File: src/rtl/dispatch_pkg.sv
package dispatch_pkg;
  typedef enum logic [3:0] {
    ST_IDLE, ST_STATUS, ST_ID, ST_DISC, ST_READ,
    ST_UPLOAD, ST_ADDR4B, ST_WREN, ST_WAIT
  } disp_state_e;

  localparam int DP_STATUS = 0;
  localparam int DP_ID     = 1;
  localparam int DP_DISC   = 2;
  localparam int DP_READ   = 3;
  localparam int DP_UPLOAD = 4;
  localparam int DP_EN4B   = 5;
  localparam int DP_EX4B   = 6;
  localparam int DP_WREN   = 7;
  localparam int DP_WRDI   = 8;
  localparam int DP_W      = 9;

  localparam logic [1:0] MODE_FLASH = 2'b01;
  localparam logic [1:0] MODE_PASS  = 2'b10;

  localparam int FIXED_LO_SLOTS = 5;  // status x3, id, disc
  localparam int FIXED_HI_SLOTS = 4;  // en4b, ex4b, wren, wrdi
endpackage

File: src/rtl/slot_match.sv
module slot_match #(
  parameter int NUM_SLOTS = 16,
  parameter int OP_W      = 8,
  parameter int IDX_W     = 4
) (
  input  logic [NUM_SLOTS-1:0]      slot_valid_i,
  input  logic [NUM_SLOTS*OP_W-1:0] slot_opcode_i,
  input  logic [OP_W-1:0]           byte_i,
  output logic                      hit_o,
  output logic [IDX_W-1:0]          idx_o,
  output logic [OP_W-1:0]           opcode_o
);
  logic [NUM_SLOTS-1:0] eq;

  for (genvar g = 0; g < NUM_SLOTS; g++) begin : g_cmp
    assign eq[g] = slot_valid_i[g] && (slot_opcode_i[g*OP_W +: OP_W] == byte_i);
  end

  // lowest index wins
  always_comb begin
    hit_o    = 1'b0;
    idx_o    = '0;
    opcode_o = '0;
    for (int i = NUM_SLOTS - 1; i >= 0; i--) begin
      if (eq[i]) begin
        hit_o    = 1'b1;
        idx_o    = IDX_W'(i);
        opcode_o = slot_opcode_i[i*OP_W +: OP_W];
      end
    end
  end
endmodule

File: src/rtl/dispatch_fsm.sv
module dispatch_fsm
  import dispatch_pkg::*;
#(
  parameter int NUM_READ   = 5,
  parameter int NUM_UPLOAD = 2,
  parameter int IDX_W      = 4
) (
  input  logic              clk_i,
  input  logic              rst_ni,
  input  logic              sel_n_i,
  input  logic              byte_valid_i,
  input  logic [1:0]        mode_i,
  input  logic              icpt_status_i,
  input  logic              icpt_id_i,
  input  logic              icpt_disc_i,
  input  logic              hit_i,
  input  logic [IDX_W-1:0]  idx_i,
  output logic              accept_o,
  output logic [DP_W-1:0]   dp_sel_o,
  output logic              addr4b_en_o
);
  localparam int STATUS_HI = 2;
  localparam int ID_IDX    = 3;
  localparam int DISC_IDX  = 4;
  localparam int READ_LO   = FIXED_LO_SLOTS;
  localparam int READ_HI   = READ_LO + NUM_READ - 1;
  localparam int UP_LO     = READ_HI + 1;
  localparam int UP_HI     = UP_LO + NUM_UPLOAD - 1;
  localparam int EN4B_IDX  = UP_HI + 1;
  localparam int EX4B_IDX  = UP_HI + 2;
  localparam int WREN_IDX  = UP_HI + 3;
  localparam int WRDI_IDX  = UP_HI + 4;

  disp_state_e      st_q, st_d;
  logic [DP_W-1:0]  sel_q, sel_d;
  logic             a4_q, a4_d;
  logic             in_flash, in_pass, active;

  assign in_flash = (mode_i == MODE_FLASH);
  assign in_pass  = (mode_i == MODE_PASS);
  assign active   = in_flash || in_pass;
  assign accept_o = (st_q == ST_IDLE) && !sel_n_i && active && byte_valid_i;

  always_comb begin
    int ix;
    ix   = int'(idx_i);
    st_d = st_q;
    sel_d = sel_q;
    a4_d = a4_q;
    if (sel_n_i) begin
      st_d  = ST_IDLE;
      sel_d = '0;
      a4_d  = 1'b0;
    end else if (accept_o) begin
      st_d  = ST_WAIT;
      sel_d = '0;
      a4_d  = 1'b0;
      if (hit_i) begin
        if (ix <= STATUS_HI) begin
          if (in_flash || icpt_status_i) begin
            st_d = ST_STATUS; sel_d[DP_STATUS] = 1'b1;
          end
        end else if (ix == ID_IDX) begin
          if (in_flash || icpt_id_i) begin
            st_d = ST_ID; sel_d[DP_ID] = 1'b1;
          end
        end else if (ix == DISC_IDX) begin
          if (in_flash || icpt_disc_i) begin
            st_d = ST_DISC; sel_d[DP_DISC] = 1'b1;
          end
        end else if (ix >= READ_LO && ix <= READ_HI) begin
          st_d = ST_READ; sel_d[DP_READ] = 1'b1;
        end else if (ix >= UP_LO && ix <= UP_HI) begin
          st_d = ST_UPLOAD; sel_d[DP_UPLOAD] = 1'b1;
        end else if (ix == EN4B_IDX) begin
          st_d = ST_ADDR4B; sel_d[DP_EN4B] = 1'b1; a4_d = 1'b1;
        end else if (ix == EX4B_IDX) begin
          st_d = ST_ADDR4B; sel_d[DP_EX4B] = 1'b1;
        end else if (ix == WREN_IDX) begin
          st_d = ST_WREN; sel_d[DP_WREN] = 1'b1;
        end else if (ix == WRDI_IDX) begin
          st_d = ST_WREN; sel_d[DP_WRDI] = 1'b1;
        end
      end
    end
  end

  always_ff @(posedge clk_i or negedge rst_ni) begin
    if (!rst_ni) begin
      st_q  <= ST_IDLE;
      sel_q <= '0;
      a4_q  <= 1'b0;
    end else begin
      st_q  <= st_d;
      sel_q <= sel_d;
      a4_q  <= a4_d;
    end
  end

  assign dp_sel_o    = sel_q;
  assign addr4b_en_o = a4_q;
endmodule

File: src/rtl/opcode_dispatch.sv
module opcode_dispatch
  import dispatch_pkg::*;
#(
  parameter  int NUM_READ   = 5,
  parameter  int NUM_UPLOAD = 2,
  parameter  int OP_W       = 8,
  localparam int NUM_SLOTS  = FIXED_LO_SLOTS + NUM_READ + NUM_UPLOAD + FIXED_HI_SLOTS
) (
  input  logic                      clk_i,
  input  logic                      rst_ni,
  input  logic                      sel_n_i,
  input  logic                      byte_valid_i,
  input  logic [OP_W-1:0]           byte_i,
  input  logic [1:0]                mode_i,
  input  logic                      icpt_status_i,
  input  logic                      icpt_id_i,
  input  logic                      icpt_disc_i,
  input  logic [NUM_SLOTS-1:0]      slot_valid_i,
  input  logic [NUM_SLOTS*OP_W-1:0] slot_opcode_i,
  output logic [DP_W-1:0]           dp_sel_o,
  output logic                      addr4b_en_o,
  output logic                      entry_valid_o,
  output logic [OP_W-1:0]           entry_opcode_o
);
  localparam int IDX_W = $clog2(NUM_SLOTS);

  logic             hit;
  logic [IDX_W-1:0] idx;
  logic [OP_W-1:0]  hit_op;
  logic             accept;
  logic             ent_v_q;
  logic [OP_W-1:0]  ent_op_q;

  slot_match #(
    .NUM_SLOTS (NUM_SLOTS),
    .OP_W      (OP_W),
    .IDX_W     (IDX_W)
  ) i_match (
    .slot_valid_i  (slot_valid_i),
    .slot_opcode_i (slot_opcode_i),
    .byte_i        (byte_i),
    .hit_o         (hit),
    .idx_o         (idx),
    .opcode_o      (hit_op)
  );

  dispatch_fsm #(
    .NUM_READ   (NUM_READ),
    .NUM_UPLOAD (NUM_UPLOAD),
    .IDX_W      (IDX_W)
  ) i_fsm (
    .clk_i         (clk_i),
    .rst_ni        (rst_ni),
    .sel_n_i       (sel_n_i),
    .byte_valid_i  (byte_valid_i),
    .mode_i        (mode_i),
    .icpt_status_i (icpt_status_i),
    .icpt_id_i     (icpt_id_i),
    .icpt_disc_i   (icpt_disc_i),
    .hit_i         (hit),
    .idx_i         (idx),
    .accept_o      (accept),
    .dp_sel_o      (dp_sel_o),
    .addr4b_en_o   (addr4b_en_o)
  );

  always_ff @(posedge clk_i or negedge rst_ni) begin
    if (!rst_ni) begin
      ent_v_q  <= 1'b0;
      ent_op_q <= '0;
    end else if (accept) begin
      ent_v_q  <= hit;
      ent_op_q <= hit ? hit_op : '0;
    end
  end

  assign entry_valid_o  = ent_v_q;
  assign entry_opcode_o = ent_op_q;
endmodule

File: config.mk
export PLATFORM = sky130hd
export DESIGN_NAME = opcode_dispatch
export DESIGN_NICKNAME = d
export VERILOG_FILES = /design/src/rtl/dispatch_pkg.sv /design/src/rtl/slot_match.sv /design/src/rtl/dispatch_fsm.sv /design/src/rtl/opcode_dispatch.sv
export SDC_FILE = /design/constraint.sdc
export NUM_CORES = 1
export LEC_CHECK = 0
export CORE_ASPECT_RATIO = 0.6
export CORE_UTILIZATION = 48
export CTS_CLUSTER_SIZE = 25
export DETAILED_ROUTE_END_ITERATION = 8
export DONT_BUFFER_PORTS = 1
export PLACE_DENSITY = 0.65
export SLEW_MARGIN = 5
export SYNTH_ARGS = -nofsm -noshare
export SYNTH_HDL_FRONTEND = slang
export SYNTH_SLANG_ARGS = --single-unit
File: constraint.sdc
create_clock -name clk_i -period 2 [get_ports clk_i]
set_input_delay 0.4 -clock clk_i [delete_from_list [all_inputs] [get_ports clk_i]]
set_output_delay 0.4 -clock clk_i [all_outputs]
set_load 0.005 [all_outputs]
### Word-level counts from Yosys, hierarchy flattened

Cells that the tools add are included.

| cells by class | value |
|---|---|
| equality and inequality tests | 24 |
| reductions and logical operators | 28 |
| magnitude comparators | 5 |
| muxes and demuxes | 95 |

Operators with widths:

| cell | number |
|---|---|
| two-way mux 8 bit | 18 |
| == test 8 bit | 16 |
| two-way mux 4 bit | 32 |
| two-way mux 1 bit | 37 |
| two-way mux 9 bit | 3 |
| logical AND 1 bit | 21 |
| == test 4 x 3 -> 1 bit, second input constant | 3 |
| less-or-equal comparator 4 bit, second input constant | 2 |
| two-way mux 7 bit | 1 |
| two-way mux 6 bit | 1 |
| two-way mux 5 bit | 1 |
| == test 4 x 1 -> 1 bit, second input constant | 1 |
| == test 4 x 2 -> 1 bit, second input constant | 1 |
| == test 4 bit, second input constant | 1 |
| greater-or-equal comparator 4 x 3 -> 1 bit, second input constant | 1 |
| greater-or-equal comparator 4 bit, second input constant | 1 |
| less-or-equal comparator 4 x 2 -> 1 bit, second input constant | 1 |
| zero test 4 bit | 1 |
| logical OR 1 bit | 4 |
| two-way mux 3 bit | 1 |
| == test 2 x 1 -> 1 bit, second input constant | 1 |
| == test 2 bit, second input constant | 1 |
| two-way mux 2 bit | 1 |
| nonzero test 2 bit | 1 |
| zero test 1 bit | 1 |

| storage, ports and cells | value |
|---|---|
| output and inout port bits | 19 |
| bits of input ports | 161 |
| bits in registers | 23 |

### Depth between registers and ports, before layout

Gate-level depths: netlist (run 1).

| logic depth | value |
|---|---|
| depth in word-level cells | 31 |
| gate-level depth with buffers | 12 |
| mapped depth without buffers | 9 |

### By module

Synthesis (run 1) repeated with hierarchy kept, for this count alone.

| unflattened totals | value |
|---|---|
| cells, all modules | 561 |
| area, all modules | 4441.8 um^2 |

By module, submodules not included:

| module | cells each | area each (um^2) | instances |
|---|---|---|---|
| slot_match | 438 | 3268.1 | 1 |
| dispatch_fsm | 86 | 744.5 | 1 |
| opcode_dispatch | 37 | 429.2 | 1 |

### Worst setup path after synthesis (run 1)

OpenSTA, ideal clock, no wires.

| timing | value |
|---|---|
| kind | input-to-reg |
| start point | input byte_i[4] |
| end point | register i_fsm.st_q[3] |
| setup slack | -638 ps |
| data arrival time | 2562 ps |
| library setup time | 76 ps |
| stages on the path | 12 |
| cells stage by stage | buf_4 > buf_6 > xnor2_1 > nand4_1 > nor3_2 > buf_4 > a211oi_2 > o31ai_1 > a21oi_4 > nor2b_4 > mux2_2 > o21ai_1 |

| on the way | value |
|---|---|
| longest elaborated chain between the ends | 31 |
| elaborated cells between the ends (all ways) | 89 |

RTL lines:

| item | RTL line | text |
|---|---|---|
| from (decl) | opcode_dispatch.sv:13 | `input logic [OP_W-1:0] byte_i,` |
| == test 8 bit | slot_match.sv:16 | `assign eq[g] = slot_valid_i[g] && (slot_opcode_i[g*OP_W +: OP_W] == byte_i);` |
| logical AND 1 bit | slot_match.sv:16 |  |
| two-way mux 4 bit (16 in a row) | slot_match.sv:25 | `if (eq[i]) begin` |
| == test 4 x 1 -> 1 bit | dispatch_fsm.sv:81 | `end else if (ix == WRDI_IDX) begin` |
| two-way mux 4 bit | dispatch_fsm.sv:81 |  |
| two-way mux 4 bit | dispatch_fsm.sv:79 | `end else if (ix == WREN_IDX) begin` |
| two-way mux 4 bit | dispatch_fsm.sv:77 | `end else if (ix == EX4B_IDX) begin` |
| two-way mux 4 bit | dispatch_fsm.sv:75 | `end else if (ix == EN4B_IDX) begin` |
| two-way mux 4 bit | dispatch_fsm.sv:73 | `end else if (ix >= UP_LO && ix <= UP_HI) begin` |
| two-way mux 4 bit | dispatch_fsm.sv:71 | `end else if (ix >= READ_LO && ix <= READ_HI) begin` |
| two-way mux 4 bit | dispatch_fsm.sv:67 | `end else if (ix == DISC_IDX) begin` |
| two-way mux 4 bit | dispatch_fsm.sv:63 | `end else if (ix == ID_IDX) begin` |
| two-way mux 4 bit | dispatch_fsm.sv:59 | `if (ix <= STATUS_HI) begin` |
| two-way mux 4 bit * | dispatch_fsm.sv:58 | `if (hit_i) begin` |
| two-way mux 4 bit * | dispatch_fsm.sv:54 | `end else if (accept_o) begin` |
| two-way mux 4 bit * | dispatch_fsm.sv:50 | `if (sel_n_i) begin` |
| to (signal assigned) | dispatch_fsm.sv:94 | `st_q <= st_d;` |
| to (decl) | dispatch_fsm.sv:34 | `disp_state_e st_q, st_d;` |

Every way passes the cells marked *; elsewhere a longest branch is shown, timed or not. The select of a mux whose other input is x is not followed.
A chain may end at the register's enable or synchronous reset.

### Final worst setup path (run 1)

| timing | value |
|---|---|
| start point | input slot_opcode_i[116] |
| end point | register i_fsm.st_q[0] |

| on the way | value |
|---|---|
| longest elaborated chain between the ends | 30 |
| elaborated cells between the ends (all ways) | 57 |

RTL lines:

| item | RTL line | text |
|---|---|---|
| from (decl) | opcode_dispatch.sv:19 | `input logic [NUM_SLOTS*OP_W-1:0] slot_opcode_i,` |
| == test 8 bit * | slot_match.sv:16 |  |
| logical AND 1 bit * | slot_match.sv:16 |  |
| two-way mux 4 bit (15 in a row) | slot_match.sv:25 |  |
| == test 4 x 1 -> 1 bit | dispatch_fsm.sv:81 |  |
| two-way mux 4 bit | dispatch_fsm.sv:81 |  |
| two-way mux 4 bit | dispatch_fsm.sv:79 |  |
| two-way mux 4 bit | dispatch_fsm.sv:77 |  |
| two-way mux 4 bit | dispatch_fsm.sv:75 |  |
| two-way mux 4 bit | dispatch_fsm.sv:73 |  |
| two-way mux 4 bit | dispatch_fsm.sv:71 |  |
| two-way mux 4 bit | dispatch_fsm.sv:67 |  |
| two-way mux 4 bit | dispatch_fsm.sv:63 |  |
| two-way mux 4 bit | dispatch_fsm.sv:59 |  |
| two-way mux 4 bit * | dispatch_fsm.sv:58 |  |
| two-way mux 4 bit * | dispatch_fsm.sv:54 |  |
| two-way mux 4 bit * | dispatch_fsm.sv:50 |  |

Marks and branches as above.

==> run summary, run 1 <==
Core Rows = 26
Vias in the first global route = 4687
Req. time, crit path = 2.17 ns
Commonest non-fill, non-tap cell in the layout = buf_4
Hold endpoint = i_fsm.st_q[2]
R2R Setup Slk = 0.02 ns
Synth top area share = 24.8%
Yosys cell types = 68
Post-DP HPWL = 14.3 mm
Area after DPL = 4980 um2
Worst Path Class, Setup = input pin to flip-flop
Via-to-Cell Ratio = 6.44
Critical Path Start = slot_opcode_i[116]
Port bufs = 0
Cell count after synthesis = 551
Most frequent cells in the layout = buf_4 (105), xnor2_1 (102), nand2_1 (53)
Number of max-cap violations = 0
Final instance area = 5760 um2
DRC Markers = 0
Fill cells = 718
Final WL = 18.1 mm
Die X = 123 um
Drt first-iter violations = 469
Synth area leaders = xnor2_1 (25%), dfrtp_1 (13%), nand2_1 (5.1%), buf_6 (3.5%), nor2_1 (3.5%)
Share of the yosys chip area belonging to registers = 13.1%
Clock Skew = 0.00462 ns
Worst min-delay path class = input pin to flip-flop
CTS Buf Count = 3
Status = finished, violations left
IR drop worst, VDD = 0.290 mV
Placement Setup Slack = -0.876 ns
Initial Utilization = 49.5%
Root buf cell = clkbuf_16
Area grow syn2layout = 37.1%
Die height = 74.5 um
Ports = 180
Drt wl/cell = 24.1 um
Leak = 2.29 nW
Crit end category = flip-flop
Fraction of registers with async set/reset = 100%
Initial antenna violation count = 0
CTS tree = yes
Clock-pin transition on the worst setup and hold timing paths = 0.06 ns
Min-delay src = sel_n_i
R2r endpoint = i_fsm.dp_sel_o[3]
Mapped Nets = 713
Main synth FF type = dfrtp_1
Synth Register Bits = 22
Final design utilization = 67.8%
R2R cell count = 6
Number of enable flip-flop cells after synthesis = 0
Hold Vio Cnt, Final = 0
Antenna Violating Nets Remaining = 0
Gpl congestion = 1.00
Final setup fails = 21
CORE AREA = 8490 um2
RSZ-0062 raised after global routing = yes
Layout cells sized above 1 = 36.5%
DIE AREA = 9140 um2
Overall Global Routing Usage = 37.4%
Largest net degree at the start of global routing = 23
Slew Viols, Final = 0
R2r startpoint = i_fsm.st_q[2]
Failing checks = negative setup slack
PwrDens = 281 nW/um2
Worst-Skew Late Latency = 0.26 ns
Clk buf depth = 2
Syn avg cell area = 7.62 um2
Number of antenna repair diodes = 0
Synth Warn # = 0
Max Clk Rate = 429 MHz
Crit path DAT = 2.50 ns
Nets = 804
H-Tree Depth = 1
CP Launch Type = input pin
Rel. slew slack = 31.5%
Global-route wire length before repair = 25.7 mm
Fin crit period = 2.33 ns
CP Max Fanout = 3
Worst Tran Pin Value = 1.02 ns
Synth area leader = xnor2_1
Cell Area, Synth = 4200 um2
Hold depth = 1
Total power draw = 1.62 mW
Total gr overflow = 0
Final period utilization = 116%
Num Clock Sinks = 22
Vias = 4851
Final worst slack = -0.329 ns
TritonRoute pass-1 iters = 6
critical path: stages:
cell	delay [ns]
xnor2_1	0.17
nand2_1	0.16
or3_4	0.44
a211oi_4	0.30
o31ai_4	0.13
a21oi_4	0.23
nor2b_4	0.07
or4_4	0.50
o221ai_2	0.09
final cells by class:
cell class	instances	area [um2]	area share (%)
repair buffers	119	953	16.6
inverters	11	41.3	0.717
flip-flops and latches	22	551	9.56
clock inverters	1	30.0	0.522
clock buffers	3	75.1	1.30
multi-input cells	485	3970	68.9
well taps	112	140	2.43
cell families after synthesis:
kind of cell,synth area share [%]
XOR/XNOR,26.9
multiplexers,1.73
AND/OR/NAND/NOR,27.8
buffers and inverters,6.97
adder cells (fa/ha/maj),0.298
AO/OA/AOI/OAI,23.2
flip-flops,13.1
timing repair:
| item | 4_1_cts | 5_1_grt |
|---|---|---|
| gates cloned | 0 | 0 |
| pin swaps | 27 | 18 |
| buffers inserted | 11 | 8 |
| endpoints found under the setup margin | 19 | 21 |
| hold endpoints to repair | 22 | 0 |
| resized for setup | 55 | 46 |
| hold buffers | 1 | 0 |
metal layers:
metal	wire, um	global-route usage (%)	vias to the layer above
met4	208	5.42	0
met2	7730	56.7	309
met1	7670	52.9	2314
met3	2510	11.5	27
met5	0	0	-
li1	-	-	2201
registers in the layout (all words and copies together) (netlist names):
name	count
i_fsm.dp_sel_o	9
i_fsm.st_q	4
entry_valid_o	1
entry_opcode_o	8
worst max path at each step:
stage / end / slack (ns)
CTS: i_fsm.st_q[3] / -0.30
global route: i_fsm.st_q[0] / -0.42
global placement: entry_opcode_o[0] / -0.89
finish: i_fsm.st_q[0] / -0.33
detailed placement: entry_opcode_o[0] / -0.88
floorplan: i_fsm.st_q[0] / -0.51
synth_stat cells, types with 3 or more instances:
cell and number:
dfrtp_1 22, nand2b_1 8, a22o_1 6, o21a_1 4, nor3_1 23, buf_2 3, a211oi_1 10, nand3b_1 3
or3_1 7, o21ai_0 15, xnor2_1 119, a221oi_1 6, nor3_2 9, nand3_1 25, mux2i_1 5, xor2_1 8
buf_6 13, nand4_1 20, nor4_1 6, o221ai_1 16, inv_1 11, nor2_1 39, a31oi_1 5, o31ai_1 4
a21o_1 7, nand2_1 57, o211ai_1 6, clkbuf_1 12, buf_4 4, a22oi_1 7, a21oi_1 22, o21ai_1 5
stage by stage:
stage               hold WS, ns  std cells  setup TNS, ns
floorplan                 0.104        551          -6.85
global placement          0.105        732          -9.58
detailed placement        0.105        732         -10.16
CTS                       0.233        745          -3.05
global route              0.231        753          -5.35
finish                    0.234        753          -3.70
power breakdown:
group	switching [mW]	internal, mW	total, mW
Clock	0.166	0.398	0.563
Combinational	0.257	0.340	0.597
Sequential	0.00493	0.452	0.457
Note: power is estimated with default switching activity, not from simulation.
==> run 2, diff against run 1 <==
--- a/config.mk
+++ b/config.mk
@@ -10,7 +10,7 @@
 export CTS_CLUSTER_SIZE = 25
 export DETAILED_ROUTE_END_ITERATION = 8
 export DONT_BUFFER_PORTS = 1
-export PLACE_DENSITY = 0.65
+export PLACE_DENSITY = 0.73
 export SLEW_MARGIN = 5
 export SYNTH_ARGS = -nofsm -noshare
 export SYNTH_HDL_FRONTEND = slang
==> constraint.sdc (replaced) <==
create_clock -name clk_i -period 2 [get_ports clk_i]
set_input_delay 0.4 -clock clk_i [delete_from_list [all_inputs] [get_ports clk_i]]
set_output_delay 0.4 -clock clk_i [all_outputs]
set_load 0.05 [all_outputs]
==> run 2 against run 1 <==
Final area grew 2.3%. The flow still finishes with violations (negative setup slack). Routed wire length is essentially flat. Die area is the same. Setup slack gained 0.019 ns. Sequential cell count is the same. Sequential share of layout area shrank 0.22 points. Global-route usage shrank 0.13 points. Core utilization grew 1.6 points. Largest power group unchanged. First-iteration DRC count shrank 17%. Via count grew 2.8%.
==> run summary, run 2 (same netlist as run 1, synthesis figures left out) <==
Status = finished, violations left
Failing checks = negative setup slack
Area after DPL = 4910 um2
Final period utilization = 115%
Min-delay src = sel_n_i
Ports = 180
Vias = 4985
Routed length on met1 = 7.40 mm
Die height = 74.5 um
Global-route wire length before repair = 25.6 mm
Vias in the first global route = 4757
Total gr overflow = 0
Fin crit period = 2.31 ns
Port bufs = 0
CP peak stage delay = 0.41 ns
Non-filler instance count after layout = 751
Hold endpoint = i_fsm.st_q[2]
Largest net degree at the start of global routing = 23
CP max stage cell = or3_4
Switching pwr = 0.438 mW
Max Clk Rate = 433 MHz
Drt wl/cell = 24.1 um
RSZ-0062 raised after global routing = yes
Fin Hold WS = 0.221 ns
Num Clock Sinks = 22
Hold depth = 1
R2R cell count = 6
Crit-path cells = xnor2_2 -> nand3_2 -> or3_4 -> nor2_2 -> a221oi_1 -> o31ai_1 -> buf_4 -> a31oi_2 -> o21ai_2 -> a21o_1
Crit path DAT = 2.51 ns
Register cell area after layout = 551 um2
Met3 WL = 2.70 mm
Initial antenna violation count = 0
Die X = 123 um
Most frequent cells in the layout = buf_4 (101), xnor2_1 (79), nand2_1 (53)
Gpl congestion = 0.944
Clock Skew = 0.00386 ns
Core Rows = 26
Flop pwr share = 28.2%
Post-DP HPWL = 14.3 mm
Worst Tran Pin Value = 1.05 ns
R2R Setup Slk = 0.09 ns
Clk buf depth = 2
Antenna Violating Nets Remaining = 0
Nets = 802
Via-to-Cell Ratio = 6.64
DRC Markers = 0
Fill cells = 674
Number of max-cap violations = 0
CTS Buf Count = 3
Commonest non-fill, non-tap cell in the layout = buf_4
Slew Viols, Final = 0
Setup TNS = -2.61 ns
Placement Setup Slack = -0.728 ns
Final instance area = 5890 um2
Total power draw = 1.65 mW
Int Pwr = 1.21 mW
Met2 WL post-DR = 7.72 mm
Area grow syn2layout = 40.3%
Crit end category = flip-flop
H-Tree Depth = 1
Clock group share of total power = 34.6%
Final worst slack = -0.310 ns
CP Launch Type = input pin
CORE AREA = 8490 um2
Initial Utilization = 49.5%
Drt first-iter violations = 387
CP Max Fanout = 16
PwrDens = 280 nW/um2
Final setup fails = 20
IR drop worst, VDD = 0.296 mV
Number of antenna repair diodes = 0
DP Cell Count = 722
DIE AREA = 9140 um2
Worst-Skew Late Latency = 0.26 ns
Layout cells sized above 1 = 38.8%
R2r endpoint = entry_opcode_o[4]
R2r startpoint = i_fsm.st_q[3]
Uppermost routed layer = met4
CTS tree = yes
Rel. slew slack = 29.5%
Combinational share of power = 37.2%
Sw Ratio = 26.5%
TritonRoute pass-1 iters = 5
Area of the multi-input gates = 4110 um2
Root buf cell = clkbuf_16
Worst Path Class, Setup = input pin to flip-flop
Overall Global Routing Usage = 37.3%
Final WL = 18.1 mm
Clock-pin transition on the worst setup and hold timing paths = 0.06 ns
Max FFs per register = 9
Hold Vio Cnt, Final = 0
Req. time, crit path = 2.20 ns
Worst min-delay path class = input pin to flip-flop
Leak = 2.38 nW
Final design utilization = 69.4%
run 2: power by group through the flow:
stage	logic [mW]	registers (mW)	clock network, mW
floorplan	0.476	0.472	0
global placement	0.483	0.474	0
detailed placement	0.494	0.474	0
CTS	0.543	0.466	0.573
global route	0.660	0.466	0.596
finish	0.615	0.465	0.572
run 2: layout make-up:
cell class | instances | share of cell area (%)
sequential | 22 | 9.34
timing repair buffer | 117 | 16.1
tap | 112 | 2.38
multi-input combinational | 485 | 69.7
clock buffer | 3 | 1.27
clock inverter | 1 | 0.510
inverter | 11 | 0.701
run 2: routing by layer:
| layer | vias to the layer above | GRT usage (%) |
|---|---|---|
| met5 | - | 0 |
| met4 | 0 | 6.37 |
| met3 | 36 | 12.0 |
| met2 | 354 | 57.0 |
| met1 | 2398 | 51.7 |
| li1 | 2197 | - |
run 2: how the worst max path moves through the flow:
stage | end | start | slack, ns
CTS | entry_opcode_o[0] | byte_i[0] | -0.17
global route | entry_opcode_o[1] | slot_opcode_i[113] | -0.35
detailed placement | entry_opcode_o[0] | slot_opcode_i[122] | -0.73
floorplan | i_fsm.st_q[0] | byte_i[1] | -0.51
global placement | entry_opcode_o[0] | slot_opcode_i[126] | -0.78
finish | entry_opcode_o[0] | byte_i[0] | -0.31
run 2: repair_timing:
action / 4_1_cts / 5_1_grt
hold buffers: 1 / 0
gates resized for setup: 48 / 72
endpoints found under the hold margin: 22 / 0
pin swaps: 29 / 23
setup endpoints to repair: 19 / 20
setup buffers: 16 / 8
run 2: worst max-delay path: cells and delay by family:
kind	cells	cell delay [ns]
compound gates	5	0.97
buf+inv	1	0.17
xor+xnor	1	0.16
simple gates	3	0.80
==> run 3, diff against run 2 <==
--- a/config.mk
+++ b/config.mk
@@ -5,13 +5,15 @@
 export SDC_FILE = /design/constraint.sdc
 export NUM_CORES = 1
 export LEC_CHECK = 0
+export ABC_AREA = 1
 export CORE_ASPECT_RATIO = 0.6
-export CORE_UTILIZATION = 48
+export CORE_UTILIZATION = 60
 export CTS_CLUSTER_SIZE = 25
 export DETAILED_ROUTE_END_ITERATION = 8
 export DONT_BUFFER_PORTS = 1
-export PLACE_DENSITY = 0.73
+export PLACE_DENSITY = 0.87
 export SLEW_MARGIN = 5
 export SYNTH_ARGS = -nofsm -noshare
 export SYNTH_HDL_FRONTEND = slang
+export SYNTH_HIERARCHICAL = 1
 export SYNTH_SLANG_ARGS = --single-unit
==> run 3 against run 2 <==
The run still ends with negative setup slack left. Sequential share of layout area fell by 1.0 points. Combinational power up 29%. Register-to-register slack improved by 0.47 ns. Final cell count grew 51%. Clock skew rose by 0.0021 ns. Final area grew 12%. Non-clock buffer count increased by 26. Critical path depth rose by 13. Maximum frequency down 6.7%. Sequential cell count did not move. Setup slack got worse by 0.17 ns. Largest power group unchanged.
==> run summary, run 3 <==
Post-Synth Simple-Gate Area = 51.4%
Port bufs = 0
Vias in the first global route = 6080
Final period utilization = 124%
IR drop worst, VDD = 0.347 mV
R2r startpoint = i_fsm/st_q[0]
Synth area leaders = nand2_1 (24%), dfrtp_1 (11%), nor2_1 (7.9%), inv_1 (7.8%), nand3_1 (5.9%)
Synth cell count leaders = nand2_1 (320), nor2_1 (104), inv_1 (102), nand3_1 (58), a21oi_1 (42)
Synth Area in Compound Gates = 15.1%
Synth area leader = nand2_1
Crit path DAT = 2.68 ns
Area grow syn2layout = 33.9%
Number of antenna repair diodes = 0
RSZ-0062 raised after global routing = yes
Post-DP HPWL = 16.0 mm
Rel. slew slack = 30.0%
M1 GR Usage = 64.6%
Total power draw = 1.69 mW
DIE AREA = 8610 um2
Failing checks = negative setup slack
Non-filler instance count after layout = 1137
Synth Register Bits = 22
PwrDens = 256 nW/um2
Max Clk Rate = 404 MHz
Cell count after synthesis = 920
Syn avg cell area = 5.37 um2
Cell Area, Synth = 4940 um2
Die X = 119 um
Fin crit period = 2.48 ns
Global-route wire length before repair = 30.9 mm
Synth Warn # = 6
Drt wl/cell = 18.8 um
Post-Synth Adder-Cell Area = 0.253%
Number of enable flip-flop cells after synthesis = 0
Fill cells = 546
TritonRoute pass-1 iters = 8
Min-delay src = slot_opcode_i[6]
GR peak layer = met2
Worst Tran Pin Value = 1.05 ns
Overall Global Routing Usage = 46.2%
Clock-pin transition on the worst setup and hold timing paths = 0.06 ns
Leak = 3.55 nW
Antenna Violating Nets Remaining = 0
CP Launch Type = input pin
Nets = 1193
H-Tree Depth = 1
Req. time, crit path = 2.20 ns
Final WL = 21.4 mm
Xor-xnor portion of the synthesized cell area = 7.81%
Critical Path Start = byte_i[0]
Root buf cell = clkbuf_16
Crit-path cells = inv_6 -> nand2_1 -> nand2_1 -> nor2_1 -> nand3_1 -> nor2_4 -> nand2_2 -> nand2_2 -> nand2_1 -> nand2_1 -> nand2_1 -> nand2_1 -> nand2_1 -> nand2_2 -> a21oi_2 -> o21bai_1 -> nand2_1 -> a21oi_4 -> nand2_4 -> inv_4 -> nand2_2 -> nand3b_1 -> nand2_1
Status = finished, violations left
Die height = 72.3 um
Crit end category = flip-flop
Multiplexer share of the synthesized area = 0%
Slew Viols, Final = 0
Layout cells sized above 1 = 29.3%
Most frequent cells in the layout = nand2_1 (289), buf_4 (122), inv_1 (98)
Mapped Nets = 1082
CP peak stage delay = 0.29 ns
Worst-Skew Late Latency = 0.26 ns
CP Max Fanout = 13
Max FFs per register = 9
Setup TNS = -6.68 ns
Fraction of registers with async set/reset = 100%
Hold Vio Cnt, Final = 0
Main synth FF type = dfrtp_1
DP Cell Count = 1120
Core Rows = 25
Main combinational cell family by area after synthesis = simple AND/OR/NAND/NOR gates
CTS tree = yes
Drt first-iter violations = 1056
Total gr overflow = 0
Met2 Use GR = 65.7%
Clock Skew = 0.00597 ns
Worst Path Class, Setup = input pin to flip-flop
Gpl congestion = 1.13
Most common cell in the netlist = nand2_1
Number of max-cap violations = 0
Placement Setup Slack = -0.728 ns
CP max stage cell = a21oi_4
Yosys cell types = 52
CORE AREA = 7910 um2
Vias = 6973
Num Clock Sinks = 22
Crit path top cell by count = nand2_1
Fin Hold WS = 0.386 ns
CTS Buf Count = 3
Largest net degree at the start of global routing = 23
Final setup fails = 21
Final worst slack = -0.477 ns
Worst min-delay path class = input pin to flip-flop
GR Util met3 = 20.3%
Via-to-Cell Ratio = 6.13
Initial antenna violation count = 0
Clk buf depth = 2
Commonest non-fill, non-tap cell in the layout = nand2_1
Synth top area share = 24.3%
Ports = 180
Initial Utilization = 62.4%
DRC Markers = 0
Share of the yosys chip area belonging to registers = 11.2%
run 3: cell count changes in the layout (fill, tap and decap cells not counted), moves of 14 or more:
cell,delta
a21oi_1,+18
inv_1,+87
nor2_1,+54
xor2_1,+17
xnor2_1,-61
nand2_2,+26
o22ai_1,+17
xnor2_2,-34
nand2_1,+236
nand3_2,+24
buf_4,+21
o21ai_1,+14
nand3_1,+20
run 3: path summary, 6_finish.rpt:
kind,to,slack (ns),cells after the start
setup / recovery,i_fsm/dp_sel_o[1],-0.48,23
hold / removal,entry_opcode_o[6],0.39,4
setup reg to reg,entry_opcode_o[7],0.56,8
hold reg to reg,i_fsm/st_q[2],0.50,2
max in group asynchronous,i_fsm/dp_sel_o[4],0.59,1
min in group asynchronous,i_fsm/dp_sel_o[6],0.78,1
run 3: layout make-up:
type                       instances  area [um2]  share of cell area (%)
tap                              108         135                    2.04
sequential                        22         551                    8.33
inverter                         122         558                    8.44
clock buffer                       3        75.1                    1.14
timing repair buffer             143        1180                    17.8
multi-input combinational        739        4120                    62.2
run 3: timing repair:
item / in CTS / in global routing
hold buffers: 1 / 0
gates resized for setup: 83 / 47
hold endpoints to repair: 22 / 0
pin swaps: 35 / 33
buffers inserted: 6 / 7
endpoints found under the setup margin: 22 / 22
run 3: logic make-up after synthesis:
family          after synthesis
compound gates              126
xor+xnor                     44
fa+ha+maj                     1
buf+inv                     159
flops                        22
simple gates                568
run 3: worst max-delay path, delay by kind of cell:
kind / cells / cell delay, ns
simple gates: 18 / 1.61
compound gates: 3 / 0.53
buf+inv: 2 / 0.13
run 3: metal layers:
layer,share of wire (%),wire (um)
met5,0,0
met4,3.1,663
met3,18,3790
met2,39,8310
met1,40,8620
run 3: power by group:
| group | total [mW] | switching [mW] | internal [mW] |
|---|---|---|---|
| registers | 0.470 | 0.0190 | 0.451 |
| clock network | 0.429 | 0.164 | 0.265 |
| logic | 0.795 | 0.446 | 0.349 |
run 3: per-stage QoR:
stage | instance area, um2 | util [%]
after global placement | 6000 | 75.8
after detailed placement | 6000 | 75.8
after floorplan | 5200 | -
after CTS | 6390 | 80.8
final | 6610 | 83.5
after global routing | 6610 | 83.5
